## src/rtl/pks_pkg.sv

```systemverilog
package pks_pkg;
  typedef enum logic [1:0] {
    FMT_SYL = 2'd0,
    FMT_RSV = 2'd1,
    FMT_IMM = 2'd2
  } fmt_e;

  typedef enum logic [2:0] {
    ST_REQ  = 3'd0,
    ST_RESP = 3'd1,
    ST_IMM  = 3'd2,
    ST_SYL  = 3'd3,
    ST_ILL  = 3'd4
  } state_e;
endpackage

```

## src/rtl/pks_classify.sv

```systemverilog
module pks_classify
  import pks_pkg::*;
#(
  parameter int WORD_W = 32
) (
  input  logic [WORD_W-1:0] word_i,
  output fmt_e              fmt_o,
  output logic [WORD_W-1:0] imm_o
);
  always_comb begin
    if (word_i[WORD_W-1])      fmt_o = FMT_IMM;
    else if (word_i[WORD_W-2]) fmt_o = FMT_RSV;
    else                       fmt_o = FMT_SYL;
  end

  // literal lands one bit up, LSB zero
  assign imm_o = {word_i[WORD_W-2:0], 1'b0};
endmodule

```

## src/rtl/pks_pc.sv

```systemverilog
module pks_pc #(
  parameter int          ADDR_W   = 32,
  parameter logic [31:0] RESET_PC = 32'h0,
  parameter int          STEP     = 4
) (
  input  logic              clk_i,
  input  logic              rst_ni,
  input  logic              advance_i,
  input  logic              load_i,
  input  logic [ADDR_W-1:0] target_i,
  output logic [ADDR_W-1:0] pc_o
);
  logic [ADDR_W-1:0] pc_q;

  always_ff @(posedge clk_i or negedge rst_ni) begin
    if (!rst_ni)        pc_q <= ADDR_W'(RESET_PC);
    else if (load_i)    pc_q <= target_i;
    else if (advance_i) pc_q <= pc_q + ADDR_W'(STEP);
  end

  assign pc_o = pc_q;
endmodule

```

## src/rtl/pks_unpack.sv

```systemverilog
module pks_unpack #(
  parameter int SYL_W = 6,
  parameter int SYL_N = 5
) (
  input  logic                     clk_i,
  input  logic                     rst_ni,
  input  logic [SYL_N*SYL_W-1:0]   body_i,
  input  logic                     clear_i,
  input  logic                     step_i,
  output logic [SYL_W-1:0]         syl_o,
  output logic [$clog2(SYL_N)-1:0] sc_o,
  output logic                     last_o
);
  localparam int BODY_W = SYL_N * SYL_W;
  localparam int SLOT_W = $clog2(SYL_N);

  logic [SYL_W-1:0]  syl_arr [SYL_N];
  logic [SLOT_W-1:0] slot_q;

  // slot 0 sits in the most significant field
  for (genvar g = 0; g < SYL_N; g++) begin : g_field
    assign syl_arr[g] = body_i[BODY_W-1-g*SYL_W -: SYL_W];
  end

  always_ff @(posedge clk_i or negedge rst_ni) begin
    if (!rst_ni)      slot_q <= '0;
    else if (clear_i) slot_q <= '0;
    else if (step_i)  slot_q <= last_o ? '0 : slot_q + 1'b1;
  end

  assign last_o = (slot_q == SLOT_W'(SYL_N - 1));
  assign syl_o  = syl_arr[slot_q];
  // counter names the slot after the one on offer, wrapping to 0
  assign sc_o   = last_o ? '0 : slot_q + 1'b1;


  slot_range_chk: assert property (@(posedge clk_i) disable iff (!rst_ni)
    slot_q < SLOT_W'(SYL_N));
endmodule

```

## src/rtl/pks_sequencer.sv

```systemverilog
module pks_sequencer
  import pks_pkg::*;
#(
  parameter int          ADDR_W   = 32,
  parameter int          SYL_W    = 6,
  parameter int          SYL_N    = 5,
  parameter logic [31:0] RESET_PC = 32'h0,
  localparam int         WORD_W   = 2 + SYL_N * SYL_W,
  localparam int         SLOT_W   = $clog2(SYL_N)
) (
  input  logic              clk_i,
  input  logic              rst_ni,
  output logic              mem_req_o,
  output logic [ADDR_W-1:0] mem_addr_o,
  input  logic [WORD_W-1:0] mem_rdata_i,
  output logic              issue_valid_o,
  input  logic              issue_ready_i,
  output logic              issue_imm_o,
  output logic [SYL_W-1:0]  issue_syl_o,
  output logic [WORD_W-1:0] issue_value_o,
  input  logic              redirect_valid_i,
  input  logic [ADDR_W-1:0] redirect_target_i,
  output logic [ADDR_W-1:0] pc_o,
  output logic [SLOT_W-1:0] sc_o,
  output logic              illegal_o
);
  localparam int BODY_W = SYL_N * SYL_W;
  localparam int STEP   = WORD_W / 8;

  state_e            state_q, state_d;
  logic [WORD_W-1:0] payload_q;
  fmt_e              rsp_fmt;
  logic [WORD_W-1:0] rsp_imm;
  logic              redir, accept;
  logic [SYL_W-1:0]  unp_syl;
  logic [SLOT_W-1:0] unp_sc;
  logic              unp_last;
  logic [ADDR_W-1:0] pc;

  pks_classify #(.WORD_W(WORD_W)) i_classify (
    .word_i (mem_rdata_i),
    .fmt_o  (rsp_fmt),
    .imm_o  (rsp_imm)
  );

  assign redir  = redirect_valid_i && (state_q != ST_ILL);
  assign accept = issue_valid_o && issue_ready_i;

  always_comb begin
    state_d = state_q;
    if (redir) begin
      state_d = ST_REQ;
    end else begin
      unique case (state_q)
        ST_REQ:  state_d = ST_RESP;
        ST_RESP: begin
          unique case (rsp_fmt)
            FMT_IMM: state_d = ST_IMM;
            FMT_RSV: state_d = ST_ILL;
            default: state_d = ST_SYL;
          endcase
        end
        ST_IMM:  if (accept) state_d = ST_REQ;
        ST_SYL:  if (accept && unp_last) state_d = ST_REQ;
        default: state_d = ST_ILL;
      endcase
    end
  end

  always_ff @(posedge clk_i or negedge rst_ni) begin
    if (!rst_ni) state_q <= ST_REQ;
    else         state_q <= state_d;
  end

  // one register carries either the push value or the packed word
  always_ff @(posedge clk_i or negedge rst_ni) begin
    if (!rst_ni)
      payload_q <= '0;
    else if (state_q == ST_RESP && !redir)
      payload_q <= (rsp_fmt == FMT_IMM) ? rsp_imm : mem_rdata_i;
  end

  pks_pc #(
    .ADDR_W   (ADDR_W),
    .RESET_PC (RESET_PC),
    .STEP     (STEP)
  ) i_pc (
    .clk_i     (clk_i),
    .rst_ni    (rst_ni),
    .advance_i (state_q == ST_REQ && !redir),
    .load_i    (redir),
    .target_i  (redirect_target_i),
    .pc_o      (pc)
  );

  pks_unpack #(
    .SYL_W (SYL_W),
    .SYL_N (SYL_N)
  ) i_unpack (
    .clk_i   (clk_i),
    .rst_ni  (rst_ni),
    .body_i  (payload_q[BODY_W-1:0]),
    .clear_i (redir || state_q == ST_RESP),
    .step_i  (state_q == ST_SYL && accept),
    .syl_o   (unp_syl),
    .sc_o    (unp_sc),
    .last_o  (unp_last)
  );

  assign mem_req_o     = (state_q == ST_REQ);
  assign mem_addr_o    = pc;
  assign pc_o          = pc;
  assign illegal_o     = (state_q == ST_ILL);
  assign issue_valid_o = (state_q == ST_IMM || state_q == ST_SYL) && !redirect_valid_i;
  assign issue_imm_o   = (state_q == ST_IMM);
  assign issue_syl_o   = (state_q == ST_SYL) ? unp_syl : '0;
  assign issue_value_o = (state_q == ST_IMM) ? payload_q : '0;
  assign sc_o          = (state_q == ST_SYL) ? unp_sc : '0;


  pc_step_chk: assert property (@(posedge clk_i) disable iff (!rst_ni)
    (mem_req_o && !redirect_valid_i) |=> (pc_o == $past(mem_addr_o) + ADDR_W'(STEP)) && !mem_req_o);


  hold_stable_chk: assert property (@(posedge clk_i) disable iff (!rst_ni)
    (issue_valid_o && !issue_ready_i) |=>
      $stable(issue_imm_o) && $stable(issue_syl_o) && $stable(issue_value_o));


  redir_load_chk: assert property (@(posedge clk_i) disable iff (!rst_ni)
    (redirect_valid_i && !illegal_o) |=>
      (pc_o == $past(redirect_target_i)) && (sc_o == '0) && mem_req_o);


  redir_mask_chk: assert property (@(posedge clk_i) disable iff (!rst_ni)
    (redirect_valid_i && !illegal_o) |-> !issue_valid_o);


  illegal_sticky_chk: assert property (@(posedge clk_i) disable iff (!rst_ni)
    illegal_o |=> illegal_o && $stable(pc_o));


  illegal_quiet_chk: assert property (@(posedge clk_i) disable iff (!rst_ni)
    illegal_o |-> !mem_req_o && !issue_valid_o);
endmodule

```

## config.mk

```make
export PLATFORM = sky130hd
export DESIGN_NAME = pks_sequencer
export DESIGN_NICKNAME = d
export VERILOG_FILES = /design/src/rtl/pks_pkg.sv /design/src/rtl/pks_classify.sv /design/src/rtl/pks_pc.sv /design/src/rtl/pks_unpack.sv /design/src/rtl/pks_sequencer.sv
export SDC_FILE = /design/constraint.sdc
export NUM_CORES = 1
export LEC_CHECK = 0
export BUFFER_PORTS_ARGS = -buffer_cell sky130_fd_sc_hd__buf_2
export CELL_PAD_IN_SITES_DETAIL_PLACEMENT = 0
export CELL_PAD_IN_SITES_GLOBAL_PLACEMENT = 1
export CORE_MARGIN = 2
export CORE_UTILIZATION = 39
export DETAILED_ROUTE_END_ITERATION = 8
export PLACE_DENSITY_LB_ADDON = 0.1
export SYNTH_ARGS = -nofsm -noshare
export SYNTH_HDL_FRONTEND = slang
export SYNTH_SLANG_ARGS = --single-unit
```

## constraint.sdc

```tcl
create_clock -name clk_i -period 3.3 [get_ports clk_i]
set_input_delay 0.66 -clock clk_i [delete_from_list [all_inputs] [get_ports clk_i]]
set_output_delay 0.66 -clock clk_i [all_outputs]
set_load 0.1 [all_outputs]
```

==> summary.md, run 1 <==
| Metric | Value |
|---|---|
| Post-CTS Hold Fix Bufs | `0` |
| Avg Inst Size Synth | `between 8 and 9 µm²` |
| Max FO, Critical Path | `11` |
| Vias in the first global route | `4159` |
| DR WL/cell | `16.6 µm` |
| Buf/Inv on CP | `2` |
| Post-synth ARST share | `1.00` |
| PD cells | `847 mW/mm²` |
| RSZ-0062 raised after global routing | `false` |
| Fillcell total | `1135` |
| WP data arrival | `2.11 ns` |
| Initial antenna violation count | `0` |
| Final ANT Viol Nets | `0` |
| Htree depth | `3` |
| Startpoint types | `register` |
| Worst setup EP type | `primary output` |
| Worst slew pin tran | `1.03 ns` |
| Clk buf depth | `2` |
| VDD IR max | `approximately 0.74 mV` |
| #FFs+latches synth | `70` |
| Final Critical Period | `2.77 ns` |
| Worst path cell trace | `inv_1 > ha_1 > a21oi_1 > nor2b_1 > buf_2` |
| Area of the core | `0.0116 mm²` |
| Yosys top cell area share | `0.376` |
| DP HPWL | `9530 µm` |
| Setup crit start | `i_unpack.slot_q[0]$_DFFE_PN0P_` |
| CP Class | `reg -> out` |
| Hold crit path type | `in -> async` |
| Layout Nets | `between 700 and 800` |
| Slowest CP cell | `dfrtp_1` |
| Final period util | `0.841` |
| Multi-input gate area | `0.00243 mm²` |
| Setup crit end | `sc_o[0]` |
| Count of final hold-check violations | `0` |
| Final setup violating endpoints | `0` |
| Cell Rows | `39` |
| GRT Total Usage | `0.207` |
| Run status | `complete, no violations` |
| Total gr overflow | `0` |
| Port Buf Inserts | `~180` |
| Req. time, crit path | `between 2 and 3 ns` |
| Initial Utilization | `0.403` |
| Post-route core utilization | `0.505` |
| Top-count cell post-synth | `dfrtp_1` |
| Seq/Total Area, Yosys | `0.376` |
| CTS tree | `done` |
| Hold slack | `0.450 ns` |
| Reg2Reg Launch Point | `state_q[0]$_DFFE_PN0P_` |
| Area leader, netlist | `dfrtp_1` |
| Critical Path Stages | `5` |
| Global-route wire length before repair | `21200 µm` |
| Post-CTS sizing | `0` |
| Synthesized area | `approximately 0.0047 mm²` |
| Layout cells sized above 1 | `0.331` |
| Synthesized Nets | `603` |
| Syn Inst Count | `~530` |
| CTS clock-pin slew for the worst setup and hold paths | `0.06 ns` |
| Max-cap violation count | `0` |
| Drt drc | `0` |
| Leak | `~2.7 nW` |
| Fin. max-slew vios | `0` |
| Vias per Instance | `between 5 and 6` |
| Insertion delay to the later sink of the worst-skew pair | `approximately 0.33 ns` |
| Die X-Extent | `113 µm` |
| Area growth syn-to-layout | `25.3%` |
| I/O pin count | `177` |
| Die Y | `113 µm` |
| Final wirelength | `approximately 13000 µm` |
| Worst Skew | `0.00747 ns` |
| Reg2reg end | `i_pc.pc_o[6]$_DFFE_PN0P_` |
| Peak per-stage delay on the critical path | `~0.65 ns` |
| Synth area leaders | `dfrtp_1 38%, mux2i_1 7.1%, a21oi_1 6.7%` |
| Maximum clock rate | `0.360 GHz` |
| GP Congestion | `0.786` |
| Setup bufs post-CTS | `0` |
| Netlist cell types | `52` |
| DRT Pass-1 Iters | `4` |
| Clock root buffer | `clkbuf_16` |
| Worst reg-to-reg path cell count | `5` |
| Warnings from Yosys | `0` |
| Total area of sequential cells | `0.00175 mm²` |
| Top cell family by delay on the critical path | `flip-flops` |
| Worst slew margin | `0.309` |
| Synth top cells by count | `70 x dfrtp_1, 68 x nor2_1, 62 x a21oi_1, 40 x buf_4, 34 x and2_1` |
| Number of CTS-inserted buffers | `9` |
| Synth Flop Type | `dfrtp_1` |
| R2R setup slack | `0.95 ns` |
| CTS sink count | `70` |
| Post-synth EDFFs | `0` |
| Largest net degree at the start of global routing | `between 70 and 80` |
| Initial DRC Count | `332` |
| DIE AREA | `about 0.013 mm²` |
| Vias post-DR | `~4300` |
==> area by class of cell <==
| cell class | count | area share |
|---|---|---|
| antenna | 2 | 0.000857 |
| clock buffer | 12 | 0.0422 |
| clock inverter | 2 | 0.00171 |
| inverter | 7 | 0.00450 |
| multi-input combinational | 381 | 0.416 |
| sequential | 70 | 0.300 |
| tap | 143 | 0.0306 |
| timing repair buffer | 181 | 0.204 |
==> worst register-to-register path, stage by stage (launching register included) <==
cell     delay (ns)
dfrtp_1        0.51
or2_1          0.36
o21ai_4        0.82
nor2_1         0.15
a31o_2         0.26
a22oi_1        0.17
==> cells in the final DEF, fill, tap and decap left out, types with 7 or more instances in the layout <==
master     netlist  final
nand2_1         28     28
o22ai_1         12     12
mux2i_1         33     33
nand3_1         14     14
nand2b_1         9      9
nand4_1          9      9
nor3_1          20     19
clkbuf_16        0      9
buf_12           0     18
nor2_1          68     68
inv_1            7      7
dfrtp_1         70     70
buf_2           14    157
a21oi_1         62     62
and2_1          34     34
o21ai_0         11     11
==> report_power, final <==
part | internal (W) | switching [W]
combinational | 0.000424 | 0.00236
clock | 0.000518 | 0.000342
sequential | 0.00104 | 0.000263
==> worst min path at each step <==
stage,startpoint,end,cells after the start
3_5_place_dp,i_pc.pc_o[0]$_DFFE_PN0P_,i_pc.pc_o[0]$_DFFE_PN0P_,2
4_1_cts,rst_ni,i_pc.pc_o[9]$_DFFE_PN0P_,1
3_3_place_gp,i_pc.pc_o[1]$_DFFE_PN0P_,i_pc.pc_o[1]$_DFFE_PN0P_,2
6_report,rst_ni,i_pc.pc_o[9]$_DFFE_PN0P_,1
5_1_grt,redirect_target_i[1],i_pc.pc_o[1]$_DFFE_PN0P_,3
2_1_floorplan,rst_ni,i_pc.pc_o[0]$_DFFE_PN0P_,0
==> sequential cells by signal (all words and copies together), names as in the netlist <==
| name | count |
|---|---|
| i_pc.pc_o | 32 |
| payload_q | 32 |
| i_unpack.slot_q | 3 |
| state_q | 3 |
==> metrics by stage <==
stage	cell area, µm²	power, W	setup TNS, ns	setup WS (ns)	cells
floorplan	4670	0.00385	-0.240	-0.120	532
global placement	5580	0.00410	0	0.872	782
detailed placement	5580	0.00411	0	0.792	782
CTS	5840	0.00498	0	0.485	796
global route	5840	0.00515	0	0.378	796
finish	5840	0.00495	0	0.526	798
==> kinds of logic after synthesis <==
family / Yosys count / synth area share
flops: 70 / 0.376
compound gates: 126 / 0.166
simple gates: 213 / 0.246
mux: 39 / 0.0998
buf+inv: 81 / 0.105
fa+ha+maj: 3 / 0.00805
==> metal layers <==
layer	wire length [µm]	global-route usage	vias up
li1	-	-	2105
met1	5580	0.257	2017
met4	176	0.0691	0
met3	925	0.0466	12
met2	6590	0.358	165
met5	0	0	-
(Power assumes the default switching activity.)
==> run 2: changes to the inputs <==
ABC_AREA = 1   (was default)
CORE_UTILIZATION = 35   (was 39)
clock period = 2.6 ns   (was 3.3 ns; I/O delays follow)
==> run 2 against run 1 <==
Compared with the run above: clock skew is 0.0040 ns lower; final area is 12% higher; highest routed layer is now met5; flip-flop and latch count stayed put; critical path depth is 2 higher; global-route usage is 0.74 points higher.
==> summary.md, run 2 <==
| Metric | Value |
|---|---|
| Run status | `complete, no violations` |
| CTS tree | `done` |
| Area leader, netlist | `dfrtp_1` |
| Post-CTS Hold Fix Bufs | `0` |
| Setup WS pre-CTS | `0.387 ns` |
| Vias in the first global route | `5100` |
| WP data arrival | `1.96 ns` |
| Commonest non-fill, non-tap cell in the layout | `nand2_1` |
| Initial antenna violation count | `1` |
| Syn Inst Count | `761` |
| Vias per Instance | `between 4 and 5` |
| Hold crit path type | `in -> async` |
| Area growth syn-to-layout | `31.1%` |
| Top-count cell post-synth | `nand2_1` |
| Final Critical Period | `2.48 ns` |
| Fin. max-slew vios | `0` |
| Hold slack | `0.273 ns` |
| Worst slew margin | `0.409` |
| Highest-count cells in the layout ignoring fill and taps | `195 x nand2_1, 139 x buf_2, 116 x nor2_1` |
| DIE AREA | `0.0153 mm²` |
| Fillcell total | `between 1500 and 2000` |
| Reg2reg end | `payload_q[30]$_DFFE_PN0P_` |
| Die Y | `124 µm` |
| Initial Utilization | `0.359` |
| GRT Total Usage | `0.215` |
| Layout Nets | `just under 1000` |
| Post-synth ARST share | `1.00` |
| Reg2Reg Launch Point | `state_q[0]$_DFFE_PN0P_` |
| Htree depth | `3` |
| Clk buf depth | `2` |
| R2R setup slack | `0.62 ns` |
| Req. time, crit path | `about 2.1 ns` |
| Clock root buffer | `clkbuf_16` |
| Post-synth EDFFs | `0` |
| Worst setup EP type | `primary output` |
| Vias post-DR | `5195` |
| DP HPWL | `11800 µm` |
| Cell Rows | `43` |
| Diode count | `0` |
| Drt drc | `0` |
| Final ANT Viol Nets | `0` |
| Startpoint types | `register` |
| Maximum clock rate | `a little over 0.4 GHz` |
| Final setup violating endpoints | `0` |
| Insertion delay to the later sink of the worst-skew pair | `0.34 ns` |
| Worst Skew | `about 0.0035 ns` |
| Multi-input gate area | `0.00280 mm²` |
| Port Buf Inserts | `about 180` |
| Largest net degree at the start of global routing | `54` |
| Yosys top cell area share | `0.350` |
| Initial DRC Count | `between 200 and 300` |
| Worst Setup Slack, final | `0.121 ns` |
| Setup bufs post-CTS | `0` |
| Layout cells sized above 1 | `0.310` |
| Worst reg-to-reg path cell count | `5` |
| Final period util | `0.954` |
| Final wirelength | `15700 µm` |
| Die X-Extent | `124 µm` |
| Area of the core | `about 0.014 mm²` |
| Warnings from Yosys | `0` |
| CTS clock-pin slew for the worst setup and hold paths | `0.06 ns` |
| Avg Inst Size Synth | `6.58 µm²` |
| DR WL/cell | `14.5 µm` |
| Max FO, Critical Path | `22` |
| Worst slew pin tran | `around 0.9 ns` |
| GP Congestion | `about 0.88` |
| Synth area leaders | `dfrtp_1 35%, nand2_1 15%, nor2_1 11%` |
| Total area of sequential cells | `0.00175 mm²` |
| Synth Flop Type | `dfrtp_1` |
| #FFs+latches synth | `70` |
| Number of CTS-inserted buffers | `9` |
| Synth top cells by count | `195 x nand2_1, 152 x nor2_1, 75 x inv_1, 70 x dfrtp_1, 42 x nand3_1` |
| Global-route wire length before repair | `between 20000 and 30000 µm` |
| Seq/Total Area, Yosys | `0.350` |
| Total gr overflow | `0` |
| I/O pin count | `177` |
| Max-cap violation count | `0` |
| Count of final hold-check violations | `0` |
| CP Class | `reg -> out` |
| Synthesized Nets | `832` |
| Synthesized area | `0.00501 mm²` |
| DRT Pass-1 Iters | `5` |
| CTS sink count | `70` |
| RSZ-0062 raised after global routing | `false` |
| Netlist cell types | `35` |
[run 2: layout make-up]
type                       instances  share of cell area
clock buffer                      14              0.0402
clock inverter                     1            0.000762
inverter                          81              0.0463
multi-input combinational        545               0.426
sequential                        70               0.267
tap                              180              0.0343
timing repair buffer             189               0.186
[run 2: worst max-delay path by stage]
stage | end | from | slack [ns] | cells past startpoint
2_1_floorplan | issue_value_o[10] | state_q[2]$_DFFE_PN0P_ | -0.32 | 6
3_3_place_gp | issue_value_o[28] | state_q[2]$_DFFE_PN0P_ | 0.42 | 7
3_5_place_dp | issue_value_o[18] | state_q[2]$_DFFE_PN0P_ | 0.39 | 7
6_report | issue_value_o[28] | state_q[2]$_DFFE_PN0P_ | 0.12 | 7
5_1_grt | issue_value_o[28] | state_q[2]$_DFFE_PN0P_ | 0.007 | 7
4_1_cts | issue_value_o[18] | state_q[2]$_DFFE_PN0P_ | 0.01 | 7
[run 2: kinds of logic (layout without fill, tap and decap cells)]
group | after synthesis | count (layout) | share of synthesized area
AO/OA/AOI/OAI | 122 | 122 | 0.145
XOR/XNOR | 1 | 1 | 0.00175
adder cells (fa/ha/maj) | 3 | 3 | 0.00750
buffers and inverters | 146 | 285 | 0.146
flip-flops | 70 | 70 | 0.350
AND/OR/NAND/NOR | 419 | 419 | 0.349
[run 2: what timing repair did]
item,in CTS,in global routing
gates resized for setup,0,29
hold endpoints to repair,0,0
setup endpoints to repair,0,35
[run 2: critical path, cell delays in order, from the launching register on]
cell	delay (ns)
dfrtp_1	0.41
inv_1	0.11
nand2_1	0.15
nor2_4	0.15
inv_2	0.12
buf_12	0.22
nor2_4	0.12
clkbuf_4	0.32
[run 2: layer usage]
layer  vias up  routed length [µm]  GRT usage
met3        20                 837     0.0398
li1       2651                   -          -
met2       142                7950      0.383
met1      2380                6540      0.252
met4         2                 323     0.0902
met5         -                  14          0
[run 2: per-stage QoR]
stage / std cells / TNS [ns] / instance area [µm²] / utilization
after floorplan: 761 / -0.470 / 5290 / -
after global placement: 1065 / 0 / 6230 / 0.447
after detailed placement: 1065 / 0 / 6230 / 0.447
after CTS: 1080 / 0 / 6500 / 0.466
after global routing: 1080 / 0 / 6570 / 0.471
final: 1080 / 0 / 6570 / 0.471
Power of run 2 is left out: the tool's default activity adds up to more than one toggle a clock period on the data nets, which glitch-free logic cannot reach.
==> run 3: changes to the inputs <==
==> constraint.sdc (replaced) <==
create_clock -name clk_i -period 2.6 [get_ports clk_i]
set_input_delay 0 -clock clk_i [delete_from_list [all_inputs] [get_ports clk_i]]
set_output_delay 0 -clock clk_i [all_outputs]
set_load 0.1 [all_outputs]
==> run 3 against run 2 <==
Compared with the run above: global-route usage decreased by 0.40 points; critical path depth did not move; cell count grew 5.2%; die area is the same; worst setup slack improved by 0.12 ns; final area grew 3.0%; non-clock buffer count rose by 55; critical endpoint is now issue_value_o[0]; flip-flop and latch count unchanged; clock skew grew 0.0048 ns; register-to-register slack worse by 0.24 ns.
==> summary.md, run 3 (synthesis gave the netlist of run 2 again) <==
| Metric | Value |
|---|---|
| Worst Skew | `0.00827 ns` |
| Htree depth | `3` |
| Diode count | `0` |
| Area growth syn-to-layout | `35.0%` |
| R2R setup slack | `approximately 0.38 ns` |
| Reg2reg end | `payload_q[12]$_DFFE_PN0P_` |
| Initial DRC Count | `239` |
| Startpoint types | `register` |
| Worst reg-to-reg path cell count | `5` |
| Final setup violating endpoints | `0` |
| Vias in the first global route | `5037` |
| RSZ-0062 raised after global routing | `false` |
| Count of final hold-check violations | `0` |
| Maximum clock rate | `about 0.42 GHz` |
| Max FO, Critical Path | `22` |
| Number of CTS-inserted buffers | `9` |
| Max-cap violation count | `0` |
| Clock root buffer | `clkbuf_16` |
| Fin. max-slew vios | `0` |
| Insertion delay to the later sink of the worst-skew pair | `~0.34 ns` |
| CTS sink count | `70` |
| DP HPWL | `11300 µm` |
| Largest net degree at the start of global routing | `71` |
| Hold Startpoint | `redirect_target_i[28]` |
| Worst setup EP type | `primary output` |
| Clk buf depth | `2` |
| Die X-Extent | `124 µm` |
| WHS Path Cells | `5` |
| Final ANT Viol Nets | `0` |
| Initial Utilization | `0.359` |
| Die Y | `124 µm` |
| Run status | `complete, no violations` |
| Multi-input gate area | `0.00261 mm²` |
| Highest-count cells in the layout ignoring fill and taps | `195 x nand2_1, 173 x buf_2, 121 x nor2_1` |
| Setup bufs post-CTS | `0` |
| Reg2Reg Launch Point | `state_q[0]$_DFFE_PN0P_` |
| TNS Setup | `0 ns` |
| Worst slew margin | `0.357` |
| Vias post-DR | `~5400` |
| Hold EP | `i_pc.pc_o[28]$_DFFE_PN0P_` |
| GP Congestion | `~0.83` |
| Total gr overflow | `0` |
| Final wirelength | `15800 µm` |
| Req. time, crit path | `about 2.6 ns` |
| Port Buf Inserts | `176` |
| Commonest non-fill, non-tap cell in the layout | `nand2_1` |
| Layout Nets | `just over 1000` |
| Area of the core | `0.0139 mm²` |
| Initial antenna violation count | `0` |
| WP data arrival | `2.36 ns` |
| DIE AREA | `0.0153 mm²` |
| Drt drc | `0` |
| Total area of sequential cells | `roughly 0.0018 mm²` |
| Final Critical Period | `2.36 ns` |
| DRT Pass-1 Iters | `5` |
| Vias per Instance | `4.72` |
| Fillcell total | `~1400` |
| Final period util | `0.908` |
| I/O pin count | `approximately 180` |
| Layout cells sized above 1 | `0.272` |
| Cell Rows | `43` |
| CTS clock-pin slew for the worst setup and hold paths | `0.06 ns` |
| CTS tree | `done` |
| Hold crit path type | `in -> reg` |
| GRT Total Usage | `0.211` |
| DR WL/cell | `13.9 µm` |
| Global-route wire length before repair | `25000 µm` |
| CP Class | `reg -> out` |
| Worst slew pin tran | `roughly 0.96 ns` |
run 3: critical path, stage by stage, from the launching register on:
cell and delay, ns:
dfrtp_1 0.41, inv_1 0.11, nand2_1 0.16, nor2_4 0.14
inv_1 0.24, buf_4 0.35, nor2_1 0.15, buf_2 0.45
run 3: how the worst max path moves through the flow:
stage                              startpoint                        end  slack [ns]  cells past startpoint
2_1_floorplan          state_q[2]$_DFFE_PN0P_           issue_value_o[0]       0.009                      5
3_3_place_gp           state_q[2]$_DFFE_PN0P_           issue_value_o[0]        0.55                      7
3_5_place_dp           state_q[0]$_DFFE_PN0P_  i_pc.pc_o[11]$_DFFE_PN0P_        0.54                      6
4_1_cts                state_q[2]$_DFFE_PN0P_           issue_value_o[0]        0.18                      7
5_1_grt        i_unpack.slot_q[0]$_DFFE_PN0P_             issue_syl_o[5]       0.006                      7
6_report               state_q[2]$_DFFE_PN0P_           issue_value_o[0]        0.24                      7
run 3: cell type report:
type                    count  share of cell area
flip-flops and latches     70               0.259
repair buffers            244               0.230
well taps                 180              0.0333
multi-input cells         545               0.385
inverters                  81              0.0453
clock buffers              12              0.0365
clock inverters             4              0.0104
run 3: timing repair:
action,in CTS,in global routing
hold buffers,63,0
endpoints found under the setup margin,0,3
endpoints found under the hold margin,126,0
resized for setup,0,4
run 3: per-stage QoR:
step | hold slack [ns] | area [µm²] | util | cells | worst slack, ns
3_5_place_dp | 0.202 | 5810 | 0.417 | 1057 | 0.540
6_report | 0.00774 | 6760 | 0.485 | 1136 | 0.238
2_1_floorplan | -0.296 | 5090 | - | 761 | 0.00852
5_1_grt | 0.0256 | 6760 | 0.485 | 1136 | 0.00644
4_1_cts | 0.00188 | 6750 | 0.485 | 1136 | 0.184
3_3_place_gp | 0.196 | 5810 | 0.417 | 1057 | 0.547
run 3: metal layers:
layer / global-route usage / routed length, µm
met1: 0.259 / 6940
met3: 0.0357 / 814
met4: 0.0724 / 228
met5: 0 / 0
met2: 0.372 / 7840
Power of run 3 is left out for the same reason.
